<file path="src/rtl/link_port_pkg.sv">
// Shared definitions for the link port: control bit positions,
// the control state record and its read-back view.
package link_port_pkg;
    localparam int BYTE_W = 8;
    localparam int CTL_BUSY_BIT = 7;
    localparam int CTL_FAST_BIT = 1;
    localparam int CTL_SRC_BIT = 0;

    typedef struct packed {
        logic busy;
        logic fast;
        logic internal;
    } lp_ctrl_t;

    // Read-back value of the control register; unimplemented bits read 1.
    function automatic logic [BYTE_W-1:0] ctrl_view(lp_ctrl_t c);
        return {c.busy, 5'b11111, c.fast, c.internal};
    endfunction
endpackage

</file>
<file path="src/rtl/lp_sync_edge.sv">
// Multi-stage synchroniser for asynchronous link inputs, with edge
// detection on one selected bit. Assumes idle-high lines, so every stage
// resets to 1 and no false edge appears after reset.
module lp_sync_edge #(
    parameter int W        = 2,
    parameter int STAGES   = 2,
    parameter int EDGE_IDX = 1
) (
    input  logic         clk,
    input  logic         rst_n,
    input  logic [W-1:0] async_in,
    output logic [W-1:0] sync_out,
    output logic         edge_rise,
    output logic         edge_fall
);
    logic [STAGES-1:0][W-1:0] pipe;
    logic                     prev;

    // Shift the raw inputs through the synchroniser stages.
    always_ff @(posedge clk) begin
        if (!rst_n) pipe <= '1;
        else        pipe <= {pipe[STAGES-2:0], async_in};
    end

    assign sync_out = pipe[STAGES-1];

    // Remember the previous synchronised level of the edge-detected bit.
    always_ff @(posedge clk) begin
        if (!rst_n) prev <= 1'b1;
        else        prev <= sync_out[EDGE_IDX];
    end

    assign edge_rise =  sync_out[EDGE_IDX] & ~prev;
    assign edge_fall = ~sync_out[EDGE_IDX] &  prev;
endmodule

</file>
<file path="src/rtl/lp_bit_clock.sv">
// Master bit-clock generator. While run is high it produces a low half
// and a high half per bit, each lasting the selected half-period count,
// and signals the falling and rising edges one cycle before clk_out shows
// them. It assumes run drops right after the last rising edge.
module lp_bit_clock #(
    parameter int NORM_HALF = 256,
    parameter int FAST_HALF = 8
) (
    input  logic clk,
    input  logic rst_n,
    input  logic run,
    input  logic fast,
    output logic fall_tick,
    output logic rise_tick,
    output logic clk_out
);
    localparam int MAX_HALF = (NORM_HALF > FAST_HALF) ? NORM_HALF : FAST_HALF;
    localparam int CW       = $clog2(MAX_HALF) + 1;

    logic [CW-1:0] cnt;
    logic [CW-1:0] limit;
    logic          low_q;
    logic          first_q;
    logic          wrap;

    assign limit = fast ? CW'(FAST_HALF - 1) : CW'(NORM_HALF - 1);
    assign wrap  = (cnt >= limit);

    // Edge strobes: first falling edge immediately, later ones at half-period ends.
    always_comb begin
        fall_tick = run & (first_q | (~low_q & wrap));
        rise_tick = run & ~first_q & low_q & wrap;
    end

    // Half-period counter and clock level.
    always_ff @(posedge clk) begin
        if (!rst_n || !run) begin
            cnt     <= '0;
            low_q   <= 1'b0;
            first_q <= 1'b1;
        end else if (first_q) begin
            cnt     <= '0;
            low_q   <= 1'b1;
            first_q <= 1'b0;
        end else if (wrap) begin
            cnt     <= '0;
            low_q   <= ~low_q;
        end else begin
            cnt     <= cnt + 1'b1;
        end
    end

    assign clk_out = ~low_q;
endmodule

</file>
<file path="src/rtl/lp_shift_core.sv">
// Data register that doubles as the shift register. A shift moves the
// register left one place and takes the serial input into bit 0. An
// output strobe copies the top bit to the serial output, which then
// holds. It counts shifts and flags the last one of a byte.
module lp_shift_core #(
    parameter int W = 8
) (
    input  logic         clk,
    input  logic         rst_n,
    input  logic         load_en,
    input  logic [W-1:0] load_data,
    input  logic         shift_tick,
    input  logic         out_tick,
    input  logic         ser_in,
    input  logic         cnt_clear,
    output logic [W-1:0] data_q,
    output logic         ser_out,
    output logic         active,
    output logic         done
);
    localparam int CNT_W = $clog2(W);

    logic [CNT_W-1:0] bit_cnt;

    assign done   = shift_tick && (bit_cnt == CNT_W'(W - 1));
    assign active = (bit_cnt != '0);

    // Parallel load from the CPU, or shift one bit on a sample strobe.
    always_ff @(posedge clk) begin
        if (!rst_n)          data_q <= '0;
        else if (load_en)    data_q <= load_data;
        else if (shift_tick) data_q <= {data_q[W-2:0], ser_in};
    end

    // Count sampled bits; wrap at a full byte, restart on request.
    always_ff @(posedge clk) begin
        if (!rst_n || cnt_clear) bit_cnt <= '0;
        else if (shift_tick)     bit_cnt <= done ? '0 : bit_cnt + 1'b1;
    end

    // Present the outgoing bit and hold it between strobes.
    always_ff @(posedge clk) begin
        if (!rst_n)        ser_out <= 1'b1;
        else if (out_tick) ser_out <= data_q[W-1];
    end
endmodule

</file>
<file path="src/rtl/link_port_ctrl.sv">
// Byte-serial link port top level. It holds the control register,
// chooses master or slave edge strobes, blocks data writes while busy
// and registers the completion interrupt. It assumes the CPU bus writes
// for one cycle and reads combinationally.
module link_port_ctrl
    import link_port_pkg::*;
#(
    parameter int NORM_HALF   = 256,
    parameter int FAST_HALF   = 8,
    parameter int SYNC_STAGES = 2
) (
    input  logic              clk,
    input  logic              rst_n,
    input  logic              bus_wr,
    input  logic              bus_sel,
    input  logic [BYTE_W-1:0] bus_wdata,
    output logic [BYTE_W-1:0] bus_rdata,
    input  logic              ser_in,
    input  logic              clk_in,
    output logic              ser_out,
    output logic              clk_out,
    output logic              clk_out_en,
    output logic              irq
);
    lp_ctrl_t          ctrl_q;
    logic [1:0]        line_sync;
    logic              ext_rise, ext_fall;
    logic              m_fall, m_rise;
    logic              shift_tick, out_tick;
    logic              mst_run, busy, active, done;
    logic [BYTE_W-1:0] data_q;
    logic              wr_ctrl, wr_data, cnt_clear;

    assign wr_ctrl   = bus_wr &  bus_sel;
    assign wr_data   = bus_wr & ~bus_sel;
    assign mst_run   = ctrl_q.busy & ctrl_q.internal;
    assign busy      = mst_run | active;
    assign cnt_clear = wr_ctrl & bus_wdata[CTL_BUSY_BIT] & ~ctrl_q.busy;

    lp_sync_edge #(.W(2), .STAGES(SYNC_STAGES), .EDGE_IDX(1)) sync_i (
        .clk       (clk),
        .rst_n     (rst_n),
        .async_in  ({clk_in, ser_in}),
        .sync_out  (line_sync),
        .edge_rise (ext_rise),
        .edge_fall (ext_fall)
    );

    lp_bit_clock #(.NORM_HALF(NORM_HALF), .FAST_HALF(FAST_HALF)) bclk_i (
        .clk       (clk),
        .rst_n     (rst_n),
        .run       (mst_run),
        .fast      (ctrl_q.fast),
        .fall_tick (m_fall),
        .rise_tick (m_rise),
        .clk_out   (clk_out)
    );

    // Pick the edge strobes of the selected clock source.
    always_comb begin
        if (ctrl_q.internal) begin
            shift_tick = m_rise;
            out_tick   = m_fall;
        end else begin
            shift_tick = ext_rise;
            out_tick   = ext_fall;
        end
    end

    lp_shift_core #(.W(BYTE_W)) shift_i (
        .clk        (clk),
        .rst_n      (rst_n),
        .load_en    (wr_data & ~busy),
        .load_data  (bus_wdata),
        .shift_tick (shift_tick),
        .out_tick   (out_tick),
        .ser_in     (line_sync[0]),
        .cnt_clear  (cnt_clear),
        .data_q     (data_q),
        .ser_out    (ser_out),
        .active     (active),
        .done       (done)
    );

    // Control register: CPU writes, busy cleared when a byte completes.
    always_ff @(posedge clk) begin
        if (!rst_n) begin
            ctrl_q <= '0;
        end else begin
            if (wr_ctrl) begin
                ctrl_q.fast     <= bus_wdata[CTL_FAST_BIT];
                ctrl_q.internal <= bus_wdata[CTL_SRC_BIT];
            end
            if (done)         ctrl_q.busy <= 1'b0;
            else if (wr_ctrl) ctrl_q.busy <= bus_wdata[CTL_BUSY_BIT];
        end
    end

    // One-cycle completion request.
    always_ff @(posedge clk) begin
        if (!rst_n) irq <= 1'b0;
        else        irq <= done;
    end

    assign clk_out_en = ctrl_q.internal;
    assign bus_rdata  = bus_sel ? ctrl_view(ctrl_q) : data_q;
endmodule

</file>
<file path="config.mk">
export PLATFORM = sky130hd
export DESIGN_NAME = link_port_ctrl
export DESIGN_NICKNAME = d
export VERILOG_FILES = /design/src/rtl/link_port_pkg.sv /design/src/rtl/lp_sync_edge.sv /design/src/rtl/lp_bit_clock.sv /design/src/rtl/lp_shift_core.sv /design/src/rtl/link_port_ctrl.sv
export SDC_FILE = /design/constraint.sdc
export NUM_CORES = 1
export LEC_CHECK = 0
export BUFFER_PORTS_ARGS = -buffer_cell sky130_fd_sc_hd__buf_2
export CAP_MARGIN = 20
export CORE_ASPECT_RATIO = 2
export CORE_MARGIN = 2
export CORE_UTILIZATION = 40
export CTS_CLUSTER_DIAMETER = 80
export DETAILED_ROUTE_END_ITERATION = 7
export GPL_TIMING_DRIVEN = 0
export PLACE_DENSITY_LB_ADDON = 0.3
export REMOVE_ABC_BUFFERS = 1
export SLEW_MARGIN = 20
export SYNTH_ARGS = -nofsm -noshare
export SYNTH_HDL_FRONTEND = slang
export SYNTH_SLANG_ARGS = --single-unit
</file>
<file path="constraint.sdc">
create_clock -name clk -period 2.6 [get_ports clk]
set_input_delay 0.52 -clock clk [delete_from_list [all_inputs] [get_ports clk]]
set_output_delay 0.52 -clock clk [all_outputs]
set_load 0.01 [all_outputs]
</file>
==> impl_metrics.py, run 1 <==
metrics = {
    "run_status": {
        "status": "finished, final reports clean",
    },
    "detailed_routing": {
        "ant_nets": 0,
        "wl_per_cell_um": 13.60,
        "drc_errors": 0,
        "via_per_inst": 5.299,
        "drt_wl_total_mm": 3.455,
        "drt_iter0_markers": 18,
        "vias": 1346,
        "dr.pass1.iters": 4,
    },
    "clock_tree": {
        "root_buffer": "clkbuf_8",
        "post_cts_buffers": 0,
        "cts-buffers-inserted": 5,
        "path_clk_slew_ns": 0.06,
        "htreeDepth": 2,
        "post_cts_resized": 0,
        "cts_hold_buf": 0,
        "numClockSinks": 32,
        "clockBufferDepth": 2,
        "worstSkewPairLatency_ns": 0.29,
        "cts_tree": "done",
    },
    "global_route": {
        "grt.total_usage_pct": 18.34,
        "overflow": 0,
        "grt_pass1_wl_mm": 5.768,
        "grt_antenna_before_repair": 0,
        "grt_start_max_net_pins": 21,
        "grt_pass1_vias": 1262,
    },
    "layout": {
        "diodes": 0,
        "multi_input_area_um2": 839.6,
        "drive_gt1_share_pct": 22.17,
        "fin_nets": 225,
        "area_growth_pct": 17.85,
        "final_common_cell": "dfxtp_1",
        "mostFrequentLayoutCells": "dfxtp_1 (32), buf_2 (25), o21ai_0 (22)",
        "regArea_um2": 640.6,
        "fin_area_mm2": 0.001826,
        "fill_cells": 399,
    },
    "timing": {
        "setup_slack_ns": 0.3747,
        "fmax_mhz": 449.4,
        "grt_setup_unrepaired": "no",
        "slew_viol_final": 0,
        "final_hold_viol_count": 0,
        "tightest_slew_ns": 0.7479,
        "period_minus_slack_ns": 2.225,
        "setup_viol": 0,
        "fin_crit_sh_pct": 85.59,
        "max_slew_margin_pct": 50.03,
        "skew_ns": 0.005559,
        "tns_ns": 0,
    },
    "synthesis": {
        "synth-edff-count": 0,
        "postSynthAreaPerCell_um2": 8.654,
        "synth_compound_area_share_pct": 20.68,
        "synth-simple-area-share_pct": 18.50,
        "yosysWarnings": 0,
        "yosysSeqAreaShare_pct": 41.36,
        "synth_top_family_by_area": "compound AO/OA/AOI/OAI gates",
        "async_flop_share_pct": 0,
        "muxShareOfSynthArea_pct": 2.908,
        "synth_adder_area_share_pct": 7.270,
        "syn_inst": 179,
        "synthXorXnorAreaFrac_pct": 4.523,
        "ys.flop_type": "dfxtp_1",
        "syn-cell-area_mm2": 0.001549,
        "synthDistinctLibCells": 37,
        "ys_ff_latch": 32,
    },
    "place": {
        "port_buffers": 25,
        "post-place-ws_ns": 0.4075,
        "dpl-instance-area_mm2": 0.001694,
        "dp_hpwl_mm": 2.592,
        "gp_congestion": 0.7888,
    },
    "floorplanning": {
        "die_y_um": 92.01,
        "initial_core_util_pct": 40.72,
        "dieArea_mm2": 0.004416,
        "std_cell_rows": 32,
        "ioPinCount": 26,
        "core_mm2": 0.003804,
        "die_w_um": 48,
    },
    "power": {
        "leakage_uw": 0.0007519,
        "power_density_mw_per_mm2": 616.5,
        "ir_drop_mv": 0.3844,
    },
    "worst_setup_path": {
        "endpoint_kind": "register",
        "path_class": "register to register",
        "worstPathRequired_ns": 2.81,
        "slowest_delay_ns": 0.63,
        "cp_cell_sequence": "ha_1, o21ai_0, a221o_1, a21boi_1, o21ai_0, a21oi_1",
        "cp-start-kind": "register",
        "arrival_ns": 2.44,
        "slowest_stage": "a21boi_1",
        "cp_common_cell": "o21ai_0",
        "critPathMaxFanout": 11,
    },
    "hold_path": {
        "hold_class": "register to register",
    },
    "run": {
        "cap_violations": 0,
    },
}
## where the power goes
part           switching (µW)  total, µW  leakage [µW]  internal (µW)
sequential               14.0        521      0.000261            507
clock                     182        520     0.0000645            338
combinational            43.8       84.6      0.000426           40.8
## routing by layer
metal	routed length [µm]	up-vias	GRT usage, %
li1	-	671	-
met1	1251	637	19.01
met2	1992	27	31.33
met3	98	11	3.740
met4	112	0	10.14
met5	0	-	0
## through the flow
step | hold slack, ns | total power (µW) | instances | utilization (%)
2_1_floorplan | 0.3863 | 576.6 | 170 | -
3_3_place_gp | 0.3901 | 615.7 | 246 | 44.54
3_5_place_dp | 0.3987 | 616.9 | 246 | 44.54
4_1_cts | 0.4088 | 1137 | 254 | 47.86
5_1_grt | 0.4150 | 1175 | 254 | 47.99
6_report | 0.4122 | 1125 | 254 | 47.99
## final cells by class
type / count / share of cell area (%)
clock buffers: 7 / 5.278
multi-input cells: 130 / 45.99
clock inverters: 1 / 1.645
flip-flops and latches: 32 / 35.09
inverters: 8 / 1.645
well taps: 51 / 3.496
repair buffers: 25 / 6.854
## critical path, delay by kind of cell, from the launching register on
family / cells / cell delay [ns]
flops: 1 / 0.48
fa+ha+maj: 1 / 0.23
compound gates: 5 / 1.44
## cell usage after synthesis, types with 3 or more instances
| cell | number | area share [%] |
|---|---|---|
| a21oi_1 | 13 | 4.2 |
| a31oi_1 | 8 | 3.2 |
| clkbuf_1 | 5 | 1.2 |
| dfxtp_1 | 32 | 41 |
| ha_1 | 9 | 7.3 |
| inv_1 | 8 | 1.9 |
| mux2_2 | 4 | 2.9 |
| nand2_1 | 10 | 2.4 |
| nand2b_1 | 6 | 2.4 |
| nand3_1 | 9 | 2.9 |
| nor2_1 | 13 | 3.2 |
| o21ai_0 | 22 | 7.1 |
| or2_2 | 5 | 2.0 |
| xnor2_1 | 5 | 2.8 |
| xor2_1 | 3 | 1.7 |
## final timing paths
kind / end / slack (ns) / start / depth (start not counted)
hold reg to reg: sync_i.sync_out[1] / 0.41 / sync_i.pipe[1] / 1
hold / removal: sync_i.sync_out[1] / 0.41 / sync_i.pipe[1] / 1
setup / recovery: shift_i.bit_cnt[1] / 0.37 / ctrl_q[1] / 6
setup reg to reg: shift_i.bit_cnt[1] / 0.37 / ctrl_q[1] / 6
## registers in the layout, indices dropped and copies added, names as in the netlist
signal / count
ctrl_q: 2
irq: 1
bclk_i.cnt: 9
bclk_i.first_q: 1
bclk_i.low_q: 1
shift_i.ser_out: 1
sync_i.sync_out: 2
shift_i.data_q: 8
sync_i.pipe: 2
shift_i.bit_cnt: 3
sync_i.prev: 1
clk_out_en: 1
## cells by family after synthesis
family,count (synthesis)
xor gates and xnor gates,8
and+or+nand+nor,55
AOI/OAI and AO/OA,54
buffers and inverters,17
adders and majority gates,9
DFF,32
muxes,4
Note: power is estimated with default switching activity, not from simulation.
==> run 2, diff against run 1 <==
- CORE_ASPECT_RATIO: 2 -> default
==> impl_metrics.py, run 2 (synthesis gave the netlist of run 1 again) <==
metrics = {
    "layout": {
        "final_util_pct": 48.47,
        "diodes": 0,
        "top_regs": "bclk_i.cnt: 9 flops, shift_i.data_q: 8 flops, shift_i.bit_cnt: 3 flops",
        "largest_reg_flops": 9,
        "drive_gt1_share_pct": 22.17,
        "fin_nets": 225,
        "top_register": "bclk_i.cnt",
        "final_common_cell": "dfxtp_1",
        "area_growth_pct": 15.43,
        "mostFrequentLayoutCells": "dfxtp_1 (32), buf_2 (25), o21ai_0 (22)",
        "fill_cells": 377,
    },
    "clock_tree": {
        "htreeDepth": 2,
        "cts-buffers-inserted": 5,
        "numClockSinks": 32,
        "cts_hold_buf": 0,
        "cts_tree": "done",
        "post_cts_buffers": 0,
        "root_buffer": "clkbuf_8",
        "post_cts_resized": 0,
        "worstSkewPairLatency_ns": 0.29,
        "path_clk_slew_ns": 0.07,
        "clockBufferDepth": 2,
    },
    "detailed_routing": {
        "dr.pass1.iters": 4,
        "ant_nets": 0,
        "drc_errors": 0,
        "drt_iter0_markers": 104,
        "drt_wl_total_mm": 3.241,
        "via_per_inst": 5.227,
        "vias": 1312,
        "wl_per_cell_um": 12.91,
    },
    "worst_setup_path": {
        "r2r_start": "ctrl_q[1]",
        "reg2regPathDepth": 6,
        "critPathMaxFanout": 11,
        "worstPathRequired_ns": 2.81,
        "slowest_delay_ns": 0.64,
        "arrival_ns": 2.43,
        "cp_cell_sequence": "ha_1, o21ai_0, a221o_1, a21boi_1, o21ai_0, a21oi_1",
        "cp-start-kind": "register",
        "endpoint_kind": "register",
        "slowest_stage": "a21boi_1",
        "cp.depth": 6,
        "path_buf_inv": 0,
        "rr_endpoint": "shift_i.data_q[3]",
        "cp_top_family": "compound AO/OA/AOI/OAI gates",
        "r2r_slack_ns": 0.38,
        "cp_common_cell": "o21ai_0",
        "path_class": "register to register",
    },
    "timing": {
        "fin_crit_sh_pct": 85.33,
        "skew_ns": 0.007591,
        "fmax_mhz": 450.8,
        "max_slew_margin_pct": 49.52,
        "grt_setup_unrepaired": "no",
        "setup_viol": 0,
        "tightest_slew_ns": 0.7556,
        "tns_ns": 0,
        "period_minus_slack_ns": 2.219,
        "slew_viol_final": 0,
        "final_hold_viol_count": 0,
    },
    "floorplanning": {
        "die_y_um": 66.23,
        "std_cell_rows": 22,
        "core_mm2": 0.003689,
        "ioPinCount": 26,
        "dieArea_mm2": 0.004386,
        "die_w_um": 66.23,
        "initial_core_util_pct": 41.99,
    },
    "global_route": {
        "overflow": 0,
        "grt_antenna_before_repair": 0,
        "grt_pass1_wl_mm": 5.540,
        "grt_pass1_vias": 1265,
        "grt.total_usage_pct": 16.84,
        "grt_start_max_net_pins": 21,
    },
    "power": {
        "comb_power_share_pct": 8.5,
        "clockPowerShare_pct": 39.3,
        "internal-power_uw": 758.6,
        "leakage_uw": 0.0007384,
        "ir_drop_mv": 0.2782,
        "p_sw_uw": 238.9,
        "total_power_uw": 997.5,
        "power_frac_seq_pct": 52.2,
        "power_density_mw_per_mm2": 557.9,
        "switching_share_pct": 23.95,
    },
    "hold_path": {
        "hold_path_end": "sync_i.sync_out[0]",
        "hold_depth": 1,
        "hold_class": "register to register",
        "min_from": "sync_i.pipe[0]",
    },
    "run_status": {
        "status": "finished, final reports clean",
    },
    "run": {
        "cap_violations": 0,
    },
    "place": {
        "gp_congestion": 0.7682,
        "dp_hpwl_mm": 2.247,
        "port_buffers": 25,
    },
}
==> run 2: changes by cell type in the layout (fill, tap and decap cells not counted), sizes merged <==
cell | previous run | this run
clkinv | 0 | 2
bufinv | 1 | 0
clkbuf | 7 | 6
==> run 2: metrics by stage <==
step,cell area [µm²],cells,hold slack (ns),setup WS [ns]
final,1788,251,0.4081,0.3815
after global routing,1788,251,0.4020,0.03118
after CTS,1783,251,0.4020,0.4040
after detailed placement,1690,243,0.3929,0.4192
after global placement,1690,243,0.3878,0.3956
after floorplan,1505,170,0.3863,0.7640
==> run 2: worst max path at each step <==
| stage | startpoint | end | slack [ns] |
|---|---|---|---|
| 2_1_floorplan | ctrl_q[1] | bclk_i.cnt[2] | 0.76 |
| 5_1_grt | ctrl_q[1] | shift_i.data_q[0] | 0.03 |
| 6_report | ctrl_q[1] | shift_i.data_q[3] | 0.38 |
| 4_1_cts | ctrl_q[1] | shift_i.data_q[3] | 0.40 |
| 3_5_place_dp | ctrl_q[1] | shift_i.data_q[3] | 0.42 |
| 3_3_place_gp | ctrl_q[1] | shift_i.data_q[0] | 0.40 |
==> run 2: routing by layer <==
layer  GRT usage (%)  vias to the layer above  share of wire, %
met5               0                        -                 0
met4           9.439                        0               2.1
met3           5.622                        7               6.3
met2           25.62                       32                42
met1           20.69                      600                49
li1                -                      673                 -
==> run 2: power by group through the flow <==
stage	logic (µW)	clock network, µW	registers (µW)
after floorplan	49.5	0	527
after global placement	83.4	0	531
after detailed placement	84.8	0	531
after CTS	85.1	402	520
after global routing	96.0	425	522
final	84.9	392	521
==> run 2: area by class of cell <==
cell class	instances	area, µm²	share of cell area (%)
clock buffers	6	82.58	4.619
clock inverters	2	10.01	0.5598
inverters	8	30.03	1.680
multi-input cells	130	839.6	46.96
flip-flops and latches	32	640.6	35.83
well taps	48	60.06	3.359
repair buffers	25	125.1	6.998
==> run 3, diff against run 2 <==
- CORE_UTILIZATION: 40 -> 24
- TNS_END_PERCENT: default -> 30
==> impl_metrics.py, run 3 (synthesis gave the netlist of run 1 again) <==
metrics = {
    "run_status": {
        "status": "finished, final reports clean",
    },
    "worst_setup_path": {
        "cp_top_family": "compound AO/OA/AOI/OAI gates",
        "path_buf_inv": 0,
        "slowest_delay_ns": 0.64,
        "endpoint_kind": "register",
        "cp-start-kind": "register",
        "worstPathRequired_ns": 2.82,
        "cp_common_cell": "o21ai_0",
        "arrival_ns": 2.51,
        "cp.depth": 6,
        "critPathMaxFanout": 11,
        "path_class": "register to register",
        "cp_cell_sequence": "ha_1, o21ai_0, a221o_1, a21boi_1, o21ai_0, a21oi_1",
        "reg2regPathDepth": 6,
        "slowest_stage": "a21boi_1",
    },
    "clock_tree": {
        "post_cts_buffers": 0,
        "post_cts_resized": 0,
        "worstSkewPairLatency_ns": 0.29,
        "htreeDepth": 2,
        "clockBufferDepth": 2,
        "path_clk_slew_ns": 0.07,
        "root_buffer": "clkbuf_8",
        "numClockSinks": 32,
        "cts-buffers-inserted": 5,
        "cts_hold_buf": 0,
        "cts_tree": "done",
    },
    "detailed_routing": {
        "dr.pass1.iters": 4,
        "via_per_inst": 4.604,
        "wl_per_cell_um": 12.79,
        "drt_iter0_markers": 66,
        "drc_errors": 0,
        "drt_wl_total_mm": 3.582,
        "ant_nets": 0,
        "vias": 1289,
    },
    "timing": {
        "final_hold_viol_count": 0,
        "skew_ns": 0.007157,
        "grt_setup_unrepaired": "no",
        "max_slew_margin_pct": 49.08,
        "fmax_mhz": 437.9,
        "whs_ns": 0.4060,
        "setup_slack_ns": 0.3166,
        "setup_viol": 0,
        "fin_crit_sh_pct": 87.82,
        "slew_viol_final": 0,
        "tns_ns": 0,
        "tightest_slew_ns": 0.7621,
        "period_minus_slack_ns": 2.283,
    },
    "floorplanning": {
        "dieArea_mm2": 0.007112,
        "std_cell_rows": 29,
        "initial_core_util_pct": 24.68,
        "ioPinCount": 26,
        "die_y_um": 84.34,
        "core_mm2": 0.006277,
        "die_w_um": 84.34,
    },
    "run": {
        "cap_violations": 0,
    },
    "layout": {
        "area_growth_pct": 17.77,
        "top_regs": "bclk_i.cnt: 9 flops, shift_i.data_q: 8 flops, shift_i.bit_cnt: 3 flops",
        "fin_nets": 225,
        "largest_reg_flops": 9,
        "fin_cells": 280,
        "top_register": "bclk_i.cnt",
        "drive_gt1_share_pct": 22.17,
        "final_common_cell": "dfxtp_1",
        "diodes": 0,
        "mostFrequentLayoutCells": "dfxtp_1 (32), buf_2 (25), o21ai_0 (22)",
        "final_util_pct": 29.06,
    },
    "global_route": {
        "overflow": 0,
        "grt.total_usage_pct": 10.73,
        "grt_pass1_vias": 1316,
        "grt_start_max_net_pins": 21,
        "grt_antenna_before_repair": 0,
        "grt_pass1_wl_mm": 6.106,
    },
    "place": {
        "place_inst": 272,
        "port_buffers": 25,
        "gp_congestion": 0.7618,
        "post-place-ws_ns": 0.3322,
        "dp_hpwl_mm": 2.443,
    },
    "power": {
        "leakage_uw": 0.0007384,
        "power_density_mw_per_mm2": 550.0,
        "ir_drop_mv": 0.2064,
    },
    "hold_path": {
        "hold_class": "register to register",
        "hold_depth": 1,
    },
}
-- run 3: worst paths after layout --
path	slack [ns]	to	start
worst min-delay path	0.41	sync_i.sync_out[1]	sync_i.pipe[1]
worst min register to register	0.41	sync_i.sync_out[1]	sync_i.pipe[1]
worst max register to register	0.32	shift_i.data_q[1]	ctrl_q[1]
worst max-delay path	0.32	shift_i.data_q[1]	ctrl_q[1]
-- run 3: stage by stage --
step / power, µW / instance area (µm²)
final: 1003 / 1824
after global routing: 1052 / 1824
after CTS: 1019 / 1819
after detailed placement: 617.0 / 1727
after global placement: 616.5 / 1727
after floorplan: 576.6 / 1505
-- run 3: worst reg2reg max path, cell delays in order (launching register included) --
cell and delay (ns):
dfxtp_1 0.47, ha_1 0.22, o21ai_0 0.09, a221o_1 0.41, a21boi_1 0.64, o21ai_0 0.23
a21oi_1 0.16
-- run 3: area by class of cell --
class | count | area, µm²
Timing Repair Buffer | 25 | 125.1
Fill cell | 684 | 4453
Inverter | 8 | 30.03
Tap cell | 77 | 96.34
Clock buffer | 6 | 82.58
Clock inverter | 2 | 10.01
Sequential cell | 32 | 640.6
Multi-Input combinational cell | 130 | 839.6
-- run 3: metal layers --
layer  wire, µm  global-route usage (%)
met1       1841                   14.07
met2       1506                   16.16
met3        156                   3.245
met4         78                   5.051
met5          0                       0
-- run 3: where the power goes --
part | leakage, µW | switching, µW | internal, µW
combinational | 0.000426 | 45.2 | 40.8
sequential | 0.000261 | 12.7 | 507
clock | 0.0000510 | 187 | 211
